==> config.mk <==
export PLATFORM = sky130hd
export DESIGN_NAME = trisum_engine
export DESIGN_NICKNAME = d
export VERILOG_FILES = /design/src/rtl/trisum_pkg.sv /design/src/rtl/trisum_term_counter.sv /design/src/rtl/trisum_match.sv /design/src/rtl/trisum_accum.sv /design/src/rtl/trisum_engine.sv
export SDC_FILE = /design/constraint.sdc
export NUM_CORES = 1
export LEC_CHECK = 0
export BUFFER_PORTS_ARGS = -buffer_cell sky130_fd_sc_hd__buf_2
export CORE_MARGIN = 2
export CORE_UTILIZATION = 55
export DETAILED_ROUTE_END_ITERATION = 10
export PLACE_DENSITY = 0.74
export SYNTH_ARGS = -nofsm -noshare
export SYNTH_HDL_FRONTEND = slang
export SYNTH_SLANG_ARGS = --single-unit
==> constraint.sdc <==
create_clock -name clk -period 2.6 [get_ports clk]
set_input_delay 0.78 -clock clk [delete_from_list [all_inputs] [get_ports clk]]
set_output_delay 0.78 -clock clk [all_outputs]
set_load 0.05 [all_outputs]
==> src/rtl/trisum_pkg.sv <==
// Shared types for the triangular-sum engine.
// Assumes nothing beyond the parameters chosen at the top.
package trisum_pkg;

    typedef enum logic [0:0] {
        ST_IDLE = 1'b0,
        ST_RUN  = 1'b1
    } trisum_state_e;

    // Width needed to hold 0+1+...+(2**w - 1) without overflow.
    function automatic int sum_width(input int w);
        return 2 * w;
    endfunction

endpackage

==> src/rtl/trisum_term_counter.sv <==
// Term counter: an incrementer built as a toggle chain.
// Bit k flips when every lower bit is one.
// Assumes clear and advance are never high in the same cycle.
module trisum_term_counter #(
    parameter int TERM_W = 8
) (
    input  logic              clk,
    input  logic              rst_n,
    input  logic              clear,
    input  logic              advance,
    output logic [TERM_W-1:0] term
);

    logic [TERM_W:0]   carry;
    logic [TERM_W-1:0] term_nxt;

    assign carry[0] = 1'b1;

    // Per-bit toggle: the carry is the AND of all lower bits.
    for (genvar k = 0; k < TERM_W; k++) begin : g_bit
        assign carry[k+1]  = carry[k] & term[k];
        assign term_nxt[k] = term[k] ^ carry[k];
    end

    // Term register: reset or clear to zero, otherwise step by one.
    always_ff @(posedge clk) begin
        if (!rst_n || clear) begin
            term <= '0;
        end else if (advance) begin
            term <= term_nxt;
        end
    end

endmodule

==> src/rtl/trisum_match.sv <==
// Equality detector.
// XORs each bit pair, and reports a match when no XOR output is one.
// Purely combinational.
module trisum_match #(
    parameter int TERM_W = 8
) (
    input  logic [TERM_W-1:0] count,
    input  logic [TERM_W-1:0] limit,
    output logic              equal
);

    logic [TERM_W-1:0] diff;

    // Per-bit difference.
    for (genvar k = 0; k < TERM_W; k++) begin : g_xor
        assign diff[k] = count[k] ^ limit[k];
    end

    assign equal = ~|diff;

endmodule

==> src/rtl/trisum_accum.sv <==
// Accumulator: adds the zero-extended term once per enabled cycle.
// Assumes SUM_W is at least TERM_W.
module trisum_accum #(
    parameter int TERM_W = 8,
    parameter int SUM_W  = 16
) (
    input  logic              clk,
    input  logic              rst_n,
    input  logic              clear,
    input  logic              add_en,
    input  logic [TERM_W-1:0] term,
    output logic [SUM_W-1:0]  sum
);

    localparam int PAD_W = SUM_W - TERM_W;

    logic [SUM_W-1:0] term_ext;

    assign term_ext = {{PAD_W{1'b0}}, term};

    // Running-sum register: reset or clear to zero, otherwise add the term.
    always_ff @(posedge clk) begin
        if (!rst_n || clear) begin
            sum <= '0;
        end else if (add_en) begin
            sum <= sum + term_ext;
        end
    end

endmodule

==> src/rtl/trisum_engine.sv <==
// Triangular-sum engine top level.
// An accepted start latches the target. Each run cycle adds the term,
// then either steps the term or, on a match, finishes with a done pulse.
// Assumes start is a level sampled at the rising edge. It is ignored while busy.
module trisum_engine
    import trisum_pkg::*;
#(
    parameter int TERM_W = 8,
    parameter int SUM_W  = sum_width(TERM_W)
) (
    input  logic              clk,
    input  logic              rst_n,
    input  logic              start_i,
    input  logic [TERM_W-1:0] target_i,
    output logic [SUM_W-1:0]  sum_o,
    output logic              busy_o,
    output logic              done_o
);

    trisum_state_e     state_q;
    logic [TERM_W-1:0] tgt_q;
    logic [TERM_W-1:0] term;
    logic              hit;
    logic              accept;
    logic              running;
    logic              finish;

    assign running = (state_q == ST_RUN);
    assign accept  = start_i && !running;
    assign finish  = running && hit;

    // Control: idle/run state, latched target and the done pulse.
    always_ff @(posedge clk) begin
        if (!rst_n) begin
            state_q <= ST_IDLE;
            tgt_q   <= '0;
            done_o  <= 1'b0;
        end else begin
            done_o <= finish;
            if (accept) begin
                state_q <= ST_RUN;
                tgt_q   <= target_i;
            end else if (finish) begin
                state_q <= ST_IDLE;
            end
        end
    end

    trisum_term_counter #(.TERM_W(TERM_W)) u_term (
        .clk     (clk),
        .rst_n   (rst_n),
        .clear   (accept),
        .advance (running && !hit),
        .term    (term)
    );

    trisum_match #(.TERM_W(TERM_W)) u_match (
        .count (term),
        .limit (tgt_q),
        .equal (hit)
    );

    trisum_accum #(.TERM_W(TERM_W), .SUM_W(SUM_W)) u_acc (
        .clk    (clk),
        .rst_n  (rst_n),
        .clear  (accept),
        .add_en (running),
        .term   (term),
        .sum    (sum_o)
    );

    assign busy_o = running;

endmodule

After elaboration in Yosys (flattened, before gate mapping)
Index checks and enable logic that the tools add are counted.
{ "op_classes": {"bitwise": 22, "reduce_logical": 9, "addsub": 1, "mux": 2} }
{ "ops": {"columns": ["cell", "n"], "rows": [
  ["adder 16 x 8 -> 16 bit", 1],
  ["bitwise XOR 1 bit", 15],
  ["OR reduction 8 bit", 1],
  ["AND 1 bit", 6],
  ["logical AND 1 bit", 3],
  ["logical NOT 1 bit", 3],
  ["2-to-1 mux 1 bit", 2],
  ["nonzero test 2 bit", 1],
  ["logical OR 1 bit", 1],
  ["inverter 1 bit", 1]
]} }
{ "word_totals": {"reg_bits": 34, "wordCells": 39, "output_inout_bits": 18, "input_bits": 11} }

Logic depth before layout (Yosys ltp)
{ "logic_depth": {"ltp_word": 7, "mapped_depth": 10, "ltp_nobuf": 10} }

Hierarchy
Synthesis repeated with hierarchy kept, for this count alone.
{ "hier_totals": {"hier_cells": 213, "area_unflattened_um2": 1911.8} }
{ "modules_own_cells": {"columns": ["module", "n_inst", "area_each_um2", "seq_area_each_um2", "cells_per_inst"], "rows": [
  ["trisum_accum", 1, 1047.3, 320.3, 127],
  ["trisum_engine", 1, 399.1, 200.2, 41],
  ["trisum_term_counter", 1, 379.1, 160.2, 34],
  ["trisum_match", 1, 86.3, 0.0, 11]
]} }

Worst setup path before layout
No wires, ideal clock.
{ "synth_timing": {"path_kind": "register to register", "startpoint": "reg u_acc.sum[0]", "endpoint": "reg u_acc.sum[12]", "setup_slack_ps": 475, "t_required_ps": 2468, "stages_incl_launch_ff": 8, "t_arrival_ps": 1992, "synth_period_minus_slack_ps": 2125, "n_path_buf": 0, "setup_time_ps": 132, "path_cell_list": "dfxtp_1 ha_1 fa_1 a211oi_2 o21ai_2 a31oi_1 or3_1 a21oi_1"} }
{ "synth_via": {"elab_chain_len": 1} }
{ "synth_lines": {"columns": ["item", "line_no", "text"], "rows": [
  ["from (decl)", "trisum_accum.sv:12", "output logic [SUM_W-1:0] sum"],
  ["from (signal assigned)", "trisum_accum.sv:26", "sum <= sum + term_ext;"],
  ["adder 16 x 8 -> 16 bit", "trisum_accum.sv:26", null]
]} }
Every way passes these cells.
A chain may end at the register's enable or synchronous reset.

Worst setup path after layout
{ "layout_timing": {"startpoint": "reg u_term.term[0]", "endpoint": "reg u_acc.sum[12]"} }
{ "layout_via": {"elab_chain_len": 1} }
{ "layout_lines": {"columns": ["item", "line_no", "text"], "rows": [
  ["from (decl)", "trisum_term_counter.sv:11", "output logic [TERM_W-1:0] term"],
  ["from (signal assigned)", "trisum_term_counter.sv:30", "term <= term_nxt;"],
  ["adder 16 x 8 -> 16 bit", "trisum_accum.sv:26", null]
]} }
Every way passes these cells.

==> results.json <==
{
  "status": "finished clean",
  "drtAntennaViolNets": 0,
  "grt_antenna_before_repair": 0,
  "critical_path.startpoint": "u_term.term[0]",
  "cp-start-kind": "flop",
  "die_x_um": 61.12,
  "maxSlewHeadroom_pct": 59.17,
  "timing.rr.start": "u_term.term[0]",
  "via_count": 1582,
  "final_cells": 282,
  "required_ns": 2.88,
  "layout_min_cycle_time_ns": 2.113,
  "cts.sinks": 34,
  "clock-skew-final_ns": 0.01455,
  "synth-async-reset-ratio_pct": 0,
  "vias_per_cell": 5.610,
  "place_area_um2": 1972,
  "fin_tns_setup_ns": 0,
  "hold_slack_ns": 0.4778,
  "grt_max_degree": 19,
  "crit_arrival_ns": 2.39,
  "setup_violations": 0,
  "clkLatencyLatePin_ns": 0.35,
  "critPathCaptureType": "flop",
  "path_clk_slew_ns": 0.11,
  "p_per_area_nw_per_um2": 484.4,
  "grt_usage_pct": 23.67,
  "path_max_fanout": 4,
  "portBuffers": 28,
  "seq_area_frac_synth_pct": 37.94,
  "dieArea_um2": 3735,
  "placed_cells": 274,
  "drc": 0,
  "fmax_mhz": 473.3,
  "cts_hold_buf": 0,
  "grt-ovfl-total": 0,
  "grt_pass1_vias": 1478,
  "grt_pass1_wl_um": 6492,
  "synth-edff-count": 0,
  "ys.flop_type": "dfxtp_1",
  "core_area_um2": 3078,
  "initial_core_util_pct": 58.29,
  "post_cts_resized": 0,
  "rsz0062_at_grt": "false",
  "worst_slew_pin_slew_ns": 0.6112,
  "routabilityCongestion": 0.8579,
  "final_cell_area_um2": 2036,
  "critPathKind": "reg2reg",
  "synth_cells": 207,
  "p_leak_nw": 0.9439,
  "pre_cts_slack_ns": 0.5066,
  "drive_above_1_share_pct": 20.17,
  "hold_class": "reg2reg",
  "die_y_um": 61.12,
  "cts_tree": "built",
  "power_mw": 0.9860,
  "maxCapViolations": 0,
  "fin_nets": 263,
  "drv_slew": 0,
  "wire_per_inst_um": 13.55,
  "dr.pass1.iters": 4,
  "synth_warnings": 0,
  "post-dp-hpwl_um": 2940,
  "h-tree-depth": 2,
  "hold_viol": 0,
  "fillers": 285,
  "post-cts-setup-buffers": 0,
  "worst_slack_ns": 0.4873,
  "yosysUniqueCellTypes": 37,
  "synth_nets": 233,
  "wirelength_um": 3822,
  "cts_buffer_depth": 2,
  "diodes": 0,
  "holdCritStartpoint": "tgt_q[2]",
  "drtIter0Drc": 87,
  "utilization_pct": 66.14,
  "cts_buffers": 5,
  "period_share_pct": 81.26,
  "ioPinCount": 29,
  "synth_area_um2": 1794,
  "cts_root_buf": "clkbuf_4",
  "ys_seq_elements": 34,
  "vdd_drop_max_mv": 0.2896,
  "avgSynthCellArea_um2": 8.668,
  "fp-row-count": 20,
  "area_growth_pct": 13.46
}
-- cell usage after synthesis, types with 2 or more instances --
| cell | count | area share, % |
|---|---|---|
| nor4_2 | 2 | 1.4 |
| nand2_1 | 31 | 6.5 |
| ha_1 | 14 | 9.8 |
| inv_1 | 3 | 0.63 |
| clkbuf_1 | 4 | 0.84 |
| o21ai_1 | 11 | 3.1 |
| nand4_1 | 2 | 0.70 |
| nor2_1 | 12 | 2.5 |
| buf_2 | 2 | 0.56 |
| xor2_1 | 16 | 7.8 |
| o211ai_1 | 4 | 1.7 |
| mux2i_1 | 2 | 1.1 |
| a21oi_1 | 20 | 5.6 |
| a211oi_1 | 2 | 0.84 |
| or3_1 | 2 | 0.70 |
| nand3_1 | 15 | 4.2 |
| dfxtp_1 | 34 | 38 |
| xnor2_1 | 4 | 2.0 |
| a21o_1 | 3 | 1.3 |
| o211ai_2 | 3 | 2.1 |
| o21ai_0 | 5 | 1.4 |
-- worst max-delay path, cell delays in order, from the launching register on --
cell      delay, ns
dfxtp_1        0.36
ha_1           0.23
fa_1           0.45
a211oi_2       0.33
o21ai_2        0.10
a31oi_1        0.28
o21ai_0        0.14
a21oi_1        0.15
-- registers in the layout, indices dropped and copies added, names as in the netlist --
signal       cells
tgt_q            8
u_term.term      8
u_acc.sum       16
busy_o           1
done_o           1
-- path summary, 6_finish.rpt --
kind / endpoint / slack, ns / cells past startpoint
setup reg to reg: u_acc.sum[12] / 0.49 / 7
setup / recovery: u_acc.sum[12] / 0.49 / 7
hold reg to reg: tgt_q[2] / 0.48 / 2
hold / removal: tgt_q[2] / 0.48 / 2
-- cell usage in the layout (no fill, tap or decap), drive strengths merged, types with 4 or more instances in the layout --
master / instances
a21oi: 20
dfxtp: 34
nor2: 13
xor2: 16
o21ai: 17
clkbuf: 6
inv: 4
o211ai: 7
xnor2: 4
ha: 14
buf: 30
nand2: 31
nand3: 15
-- cell type report --
cell class	instances	area, µm²	area share, %
clock inverter	2	12.51	0.6146
clock buffer	6	51.30	2.520
sequential	34	680.7	33.44
timing repair buffer	30	155.1	7.621
inverter	4	15.01	0.7376
tap	44	55.05	2.704
multi-input combinational	162	1066	52.37
-- per-layer routing --
| layer | vias to the layer above | global-route usage, % | wire (µm) |
|---|---|---|---|
| li1 | 797 | - | - |
| met1 | 742 | 27.21 | 1643 |
| met2 | 36 | 41.19 | 1951 |
| met3 | 7 | 6.513 | 155 |
| met4 | 0 | 9.938 | 72 |
| met5 | - | 0 | 0 |
-- cell families after synthesis --
| logic type | share of synthesized area, % |
|---|---|
| buffers and inverters | 2.650 |
| XOR/XNOR | 9.762 |
| flip-flops | 37.94 |
| AO/OA/AOI/OAI | 19.25 |
| multiplexers | 1.116 |
| AND/OR/NAND/NOR | 18.41 |
| adder cells (fa/ha/maj) | 10.88 |
-- report_power, final --
part           switching [mW]  internal, mW  leakage, nW
sequential             0.0135         0.535        0.276
combinational          0.0819        0.0369        0.634
clock                   0.189         0.130       0.0343
Note: power is estimated with default switching activity, not from simulation.
